===== src/rtl/sha1_sched_pkg.sv =====
package sha1_sched_pkg;
  localparam int unsigned SCHED_WORD_W = 32;
  localparam int unsigned SCHED_DEPTH  = 16;
  localparam int unsigned SCHED_ROUNDS = 80;

  // Tap distances back from the word being formed.
  localparam int unsigned TAP_DIST_A = 3;
  localparam int unsigned TAP_DIST_B = 8;
  localparam int unsigned TAP_DIST_C = 14;
  localparam int unsigned TAP_DIST_D = 16;
endpackage


===== src/rtl/sched_round_ctr.sv =====
module sched_round_ctr #(
  parameter int unsigned ROUNDS = 80,
  parameter int unsigned DEPTH  = 16,
  localparam int unsigned CNT_W = $clog2(ROUNDS)
) (
  input  logic             clk,
  input  logic             rst_n,
  input  logic             init_i,
  input  logic             next_i,
  output logic [CNT_W-1:0] round_o,
  output logic             direct_o,
  output logic             last_o
);
  logic [CNT_W-1:0] round_q, round_d;
  logic             cnt_en;

  assign last_o   = (round_q == CNT_W'(ROUNDS - 1));
  assign direct_o = (round_q < CNT_W'(DEPTH));
  assign cnt_en   = init_i | next_i;

  always_comb begin
    round_d = round_q;
    if (init_i)
      round_d = '0;
    else if (next_i && !last_o)
      round_d = round_q + CNT_W'(1);
  end

  always_ff @(posedge clk or negedge rst_n) begin
    if (!rst_n)
      round_q <= '0;
    else if (cnt_en)
      round_q <= round_d;
  end

  assign round_o = round_q;
endmodule


===== src/rtl/sched_expand.sv =====
module sched_expand
  import sha1_sched_pkg::*;
#(
  parameter int unsigned WORD_W = 32,
  parameter int unsigned DEPTH  = 16
) (
  input  logic [DEPTH-1:0][WORD_W-1:0] win_i,
  output logic [WORD_W-1:0]            word_o
);
  // Entry 0 is the oldest word, W[t-16]; entry DEPTH-1 is W[t-1].
  localparam int unsigned IDX_A = DEPTH - TAP_DIST_A;
  localparam int unsigned IDX_B = DEPTH - TAP_DIST_B;
  localparam int unsigned IDX_C = DEPTH - TAP_DIST_C;
  localparam int unsigned IDX_D = DEPTH - TAP_DIST_D;

  logic [WORD_W-1:0] mix;

  assign mix    = win_i[IDX_A] ^ win_i[IDX_B] ^ win_i[IDX_C] ^ win_i[IDX_D];
  assign word_o = {mix[WORD_W-2:0], mix[WORD_W-1]};
endmodule


===== src/rtl/sched_window.sv =====
module sched_window #(
  parameter int unsigned WORD_W = 32,
  parameter int unsigned DEPTH  = 16,
  localparam int unsigned BLK_W = WORD_W * DEPTH
) (
  input  logic                         clk,
  input  logic                         rst_n,
  input  logic                         load_i,
  input  logic                         shift_i,
  input  logic [BLK_W-1:0]             block_i,
  input  logic [WORD_W-1:0]            fill_i,
  output logic [DEPTH-1:0][WORD_W-1:0] win_o
);
  logic [DEPTH-1:0][WORD_W-1:0] win_q, win_d;
  logic                         win_en;

  assign win_en = load_i | shift_i;

  for (genvar i = 0; i < DEPTH; i++) begin : g_slot
    always_comb begin
      win_d[i] = win_q[i];
      if (load_i)
        win_d[i] = block_i[BLK_W-1-i*WORD_W -: WORD_W];
      else if (shift_i) begin
        if (i == DEPTH - 1)
          win_d[i] = fill_i;
        else
          win_d[i] = win_q[(i + 1) % DEPTH];
      end
    end

    always_ff @(posedge clk or negedge rst_n) begin
      if (!rst_n)
        win_q[i] <= '0;
      else if (win_en)
        win_q[i] <= win_d[i];
    end
  end

  assign win_o = win_q;
endmodule


===== src/rtl/sha1_sched_window.sv =====
module sha1_sched_window
  import sha1_sched_pkg::*;
#(
  parameter int unsigned WORD_W = SCHED_WORD_W,
  parameter int unsigned DEPTH  = SCHED_DEPTH,
  parameter int unsigned ROUNDS = SCHED_ROUNDS,
  localparam int unsigned BLK_W = WORD_W * DEPTH,
  localparam int unsigned CNT_W = $clog2(ROUNDS),
  localparam int unsigned IDX_W = $clog2(DEPTH)
) (
  input  logic              clk,
  input  logic              rst_n,
  input  logic              init_i,
  input  logic              next_i,
  input  logic [BLK_W-1:0]  block_i,
  output logic [WORD_W-1:0] word_o
);
  // Reset: asynchronous assertion, synchronous release.
  logic rst_meta_q, rst_n_sync;

  always_ff @(posedge clk or negedge rst_n) begin
    if (!rst_n) begin
      rst_meta_q <= 1'b0;
      rst_n_sync <= 1'b0;
    end else begin
      rst_meta_q <= 1'b1;
      rst_n_sync <= rst_meta_q;
    end
  end

  logic [CNT_W-1:0]             round_q;
  logic                         direct;
  logic                         last;
  logic                         shift;
  logic [DEPTH-1:0][WORD_W-1:0] win;
  logic [WORD_W-1:0]            grown;

  sched_round_ctr #(.ROUNDS(ROUNDS), .DEPTH(DEPTH)) u_ctr (
    .clk      (clk),
    .rst_n    (rst_n_sync),
    .init_i   (init_i),
    .next_i   (next_i),
    .round_o  (round_q),
    .direct_o (direct),
    .last_o   (last)
  );

  // The window only slides once the block words have been used up.
  assign shift = next_i & ~init_i & ~direct & ~last;

  sched_window #(.WORD_W(WORD_W), .DEPTH(DEPTH)) u_win (
    .clk     (clk),
    .rst_n   (rst_n_sync),
    .load_i  (init_i),
    .shift_i (shift),
    .block_i (block_i),
    .fill_i  (grown),
    .win_o   (win)
  );

  sched_expand #(.WORD_W(WORD_W), .DEPTH(DEPTH)) u_exp (
    .win_i  (win),
    .word_o (grown)
  );

  assign word_o = direct ? win[round_q[IDX_W-1:0]] : grown;
endmodule


===== config.mk =====
export PLATFORM = sky130hd
export DESIGN_NAME = sha1_sched_window
export DESIGN_NICKNAME = d
export VERILOG_FILES = /design/src/rtl/sha1_sched_pkg.sv /design/src/rtl/sched_round_ctr.sv /design/src/rtl/sched_expand.sv /design/src/rtl/sched_window.sv /design/src/rtl/sha1_sched_window.sv
export SDC_FILE = /design/constraint.sdc
export NUM_CORES = 1
export LEC_CHECK = 0
export ABC_CLOCK_PERIOD_IN_PS = 37000
export BUFFER_PORTS_ARGS = -buffer_cell sky130_fd_sc_hd__clkbuf_2
export CELL_PAD_IN_SITES_DETAIL_PLACEMENT = 2
export CELL_PAD_IN_SITES_GLOBAL_PLACEMENT = 2
export CORE_AREA = 2 2 278 280
export DETAILED_ROUTE_END_ITERATION = 8
export DIE_AREA = 0 0 280 282
export PLACE_DENSITY = 0.87
export SYNTH_ARGS = -nofsm -noshare
export SYNTH_HDL_FRONTEND = slang
export SYNTH_HIERARCHICAL = 1
export SYNTH_SLANG_ARGS = --single-unit

===== constraint.sdc =====
create_clock -name clk -period 37 [get_ports clk]
set_input_delay 7.4 -clock clk [delete_from_list [all_inputs] [get_ports clk]]
set_output_delay 7.4 -clock clk [all_outputs]
set_load 0.03 [all_outputs]

Word-level counts from Yosys, hierarchy flattened --
Cells that the tools add are included.
Word-level totals: output and inout bits 32, bits of input ports 516, register bits 521, logic and storage cells 77
Operators by class: bitwise gates (word level) 11, equal/unequal tests 1, add/subtract/negate cells 1, order comparisons 2, mux-type cells 37, reductions and logical operators 6
Operator list (count):
- $mux W32 | 34
- $bmux W32 S4 | 1
- $xor A32 B32 Y32 | 3
- $mux W7 | 2
- $add A7 B1 Y7 const B | 1
- $eq A7 B7 Y1 const B | 1
- $lt A7 B5 Y1 const B | 1
- $lt A4 B5 Y1 const B | 1
- $reduce_and A2 Y1 | 2
- $reduce_bool A2 Y1 | 2
- $and A1 B1 Y1 | 3
- $not A1 Y1 | 3
- $or A1 B1 Y1 | 2
- $logic_and A1 B1 Y1 | 1
- $logic_not A1 Y1 | 1

Depth between registers and ports, before layout --
word-level depth 6, mapped depth 10, mapped depth without buffers 7

Cells and area by module --
The synthesis kept the hierarchy.
Modules (own cells, without submodules):
- sched_window | times used 1, cells an instance 2219, area each 23936.7 sq um, sequential area each 12812.3 sq um
- sha1_sched_window | times used 1, cells an instance 313, area each 4284.1 sq um, sequential area each 50.0 sq um
- sched_expand | times used 1, cells an instance 96, area each 840.8 sq um, sequential area each 0.0 sq um
- sched_round_ctr | times used 1, cells an instance 46, area each 422.9 sq um, sequential area each 175.2 sq um

Least setup slack after synthesis --
No wires, ideal clock.
path kind flip-flop to output port, from register u_ctr.round_q[4] (netlist: u_ctr/round_o[4]), to output word_o[24], arrival 2.258 ns, path buffers 2, setup slack 27.342 ns, cell stages (with the launch flop) 7, required time 29.600 ns, cell sequence dfrtp_1 or2_2 nor2_1 clkbuf_1 clkbuf_1 nor2_1 a221oi_1
On the way: word-level cells in the longest chain between the ends 2
RTL lines:
- start: declaration | RTL line sched_round_ctr.sv:14 | logic [CNT_W-1:0] round_q, round_d;
- start signal: assignment | RTL line sched_round_ctr.sv:33 | round_q <= round_d;
- $lt A7 B5 Y1 | RTL line sched_round_ctr.sv:18 | assign direct_o = (round_q < CNT_W'(DEPTH));
- net direct | RTL line sha1_sched_window.sv:32 | logic direct;
- $mux W32 | RTL line sha1_sched_window.sv:66 | assign word_o = direct ? win[round_q[IDX_W-1:0]] : grown;
- end: declaration | RTL line sha1_sched_window.sv:16 | output logic [WORD_W-1:0] word_o
The timed path passes the listed nets, and every way through them passes these cells.

Worst setup path after layout --
from register u_ctr.round_q[1] (netlist: u_ctr/round_o[1]), to output word_o[9]
On the way: word-level cells in the longest chain between the ends 3, elaborated cells on any way between the ends 4, classes of those cells 1 x order compare; 3 x mux
RTL lines (RTL line):
- $bmux W32 S4 | sha1_sched_window.sv:66
- $mux W32 (not written as such) | sha1_sched_window.sv:66
- $mux W32 (*) | sha1_sched_window.sv:66
Every way passes the cells marked *; elsewhere a longest branch is shown, timed or not. The select of a mux whose other input is x is not followed.

==> out/qor.txt <==
fmax - 83.8 MHz
Setup crit start kind - flip-flop
Clk pwr share - 39.2%
Synth warnings - 6
Die X - 280 um
pre-CTS setup slack - 25.29 ns
non-filler cells, final - 4125
CTS Hold Bufs - 0
Vert. Die Dim - 282 um
IO Count - 548
Max stage delay on crit path - 0.93 ns
WL per Instance - 27.8 um
grt met2 use - 49.0%
Slew HR - 23.5%
FF+latch count, synth - 521
clk sinks - 521
Mapped Area - 29500 um^2
Initial Utilization - 39.0%
Levels on crit path - 6
switching pwr - 0.000473 W
layout cells sized above 1 - 25.9%
status - completed
Int Power - 0.00109 W
Reg power frac - 43.8%
met1 Track Usage GR - 35.4%
grt peak-use layer - met2
met3 GRT Util - 3.53%
Yosys cell types - 44
top cell type's share of synthesized area - 44.2%
CP Class - flip-flop to output pin
Setup crit end kind - output pin
placed cell count - 4005
via count - 24200
fillcell total - 7790
post-route minimum period - 11.94 ns
crit-path leading delay family - buffers and inverters
Worst VDD drop - 0.0000444 V
CP cell instances - buf_4 -> buf_4 -> mux4_2 -> o22ai_1 -> a221oi_1 -> clkbuf_2
cell area power density - 46.2 nW/um^2
ys async rst share - 100%
post-synthesis sequential area ratio - 44.2%
final setup slack of the worst path - 25.06 ns
grt total ovfl - 0
worst hold path type - flip-flop to flip-flop
most used cell, CP - buf_4
most common cell in the netlist - mux2i_1
Root Driver - clkbuf_16
DR pass1 iterations - 5
number of synthesized flops with an enable pin - 0
H-tree depth - 2
Resized cells post-CTS - 0
Post-DP HPWL - 77500 um
DR vias/cell - 5.87
initial DRC count - 1943
# rows - 101
worst-path maximum fanout - 49
area grow syn2layout - 14.9%
Antenna Nets Post-Route - 0
Worst-Margin Slew - 1.15 ns
DRC - 0
Clock Latency Late Sink - 0.62 ns
vias in the first global route - 27500
slowest cell on the critical path - buf_4
fin crit share - 32.3%
Post-CTS Setup Bufs - 0
top cell type by total area after synthesis - dfrtp_1
Final Max Tran Viols - 0
post-synthesis cell count - 2674
hold path cells - 0
antenna violations before repair - 14
ranking of synthesized cells by area - dfrtp_1, mux2i_1, mux4_2, o21ai_1, nand2_1
syn_nets - 3191
total CTS buffers - 59
CP arrival - 4.54 ns
RSZ-0062 raised after global routing - false
final setup fails - 0
clk_skew - 0.0128 ns
Fin. Hold Viols - 0
Reg2Reg Depth - 12
clock slew at reported path FFs - 0.06 ns
Post-synth top cells - mux2i_1, dfrtp_1, nand2_1, o21ai_1, mux4_2
WP data required - 29.60 ns
first-pass GRT wire length - 174000 um
Switching Share - 30.2%
GRT Total Usage - 28.6%
Crit path buffers/inverters - 3
ys flop type - dfrtp_1
CTS tree - yes
IO Port Bufs - 547
Placer Congestion - 0.862
area of the die - 79000 um^2
LEAKAGE - 13.6 nW
Core Box Area - 75700 um^2
synthesized area per cell - 11.0 um^2
Max-Cap Viols - 0
pin count of the biggest net entering global routing - 259
Final Core Density - 44.8%
WHS - 0.370 ns
combinational power share - 17.0%
NumNets Final - 3605
Setup TNS - 0 ns
total wire length - 115000 um
CTS max path bufs - 3
[flip-flops by register name (all words and copies together), names as in the netlist]
register       cells
u_win/win_o      512
u_ctr/round_o      7
rst_meta_q         1
rst_n_sync         1
[power groups by stage]
stage | sequential (W) | clock (W) | combinational (W)
after detailed placement | 0.000691 | 0 | 0.000258
final | 0.000686 | 0.000614 | 0.000266
after global placement | 0.000682 | 0 | 0.000242
after global routing | 0.000691 | 0.000645 | 0.000287
after CTS | 0.000684 | 0.000625 | 0.000266
after floorplan | 0.000672 | 0 | 0.000162
[path summary, 6_finish.rpt]
check	slack (ns)	to	startpoint
min in group asynchronous	0.47	u_win/win_o[459]	rst_n_sync
max in group asynchronous	30.30	rst_n_sync	rst_n
max reg2reg	30.38	u_win/win_o[79]	u_ctr/round_o[1]
min	0.37	rst_n_sync	rst_meta_q
max	25.06	word_o[9]	u_ctr/round_o[1]
min reg2reg	0.37	rst_n_sync	rst_meta_q
[cells by family (layout without fill, tap and decap cells)]
group | Yosys count | in the layout | share of synthesized area [%]
and+or+nand+nor | 567 | 567 | 7.40
other | 1 | 15 | 0.0127
muxes | 672 | 672 | 28.3
buffers and inverters | 226 | 685 | 6.48
xor gates and xnor gates | 96 | 96 | 2.85
adders and majority gates | 1 | 1 | 0.0424
AOI/OAI and AO/OA | 590 | 590 | 10.7
DFF | 521 | 521 | 44.2
[placed cells by master (no fill, tap or decap), types with 4 or more instances in the layout]
master     netlist  layout
mux4_2         123     123
clkinv_2         0      15
mux4_1           5       5
o21ai_0         34      34
bufinv_16        0       5
o22ai_1         32      32
xor2_1          32      32
o21ai_1        480     480
buf_12          46       4
a221oi_1        31      31
mux2i_1        544     544
buf_4           13      25
xnor2_1         64      64
clkbuf_1        78      10
nor2_1          36      35
clkbuf_16        0      61
clkbuf_2         0     546
nand2_1        516     516
dfrtp_4          0       4
diode_2          0      14
dfrtp_1        521     517
clkbuf_8         0      13
[metal layers]
| layer | up-vias | part of all wire [%] |
|---|---|---|
| met1 | 12700 | 40 |
| met5 | - | 0 |
| met4 | 0 | 5.1 |
| met3 | 302 | 3.9 |
| met2 | 823 | 51 |
| li1 | 10400 | - |
[per-stage QoR]
| step | area [um^2] | power (W) |
|---|---|---|
| 4_1_cts | 33800 | 0.00157 |
| 3_3_place_gp | 31900 | 0.000924 |
| 2_1_floorplan | 29500 | 0.000834 |
| 5_1_grt | 33900 | 0.00162 |
| 6_report | 33900 | 0.00157 |
| 3_5_place_dp | 31900 | 0.000949 |
[final cells by class]
class	count	area, um^2	share of cell area (%)
clock buffers	84	1740	5.15
well taps	978	1220	3.61
multi-input cells	1927	14600	43.0
repair buffers	576	3020	8.90
inverters	3	11.3	0.0332
flip-flops and latches	521	13100	38.5
diodes	14	35.0	0.103
clock inverters	22	241	0.713
Note: power is estimated with default switching activity, not from simulation.
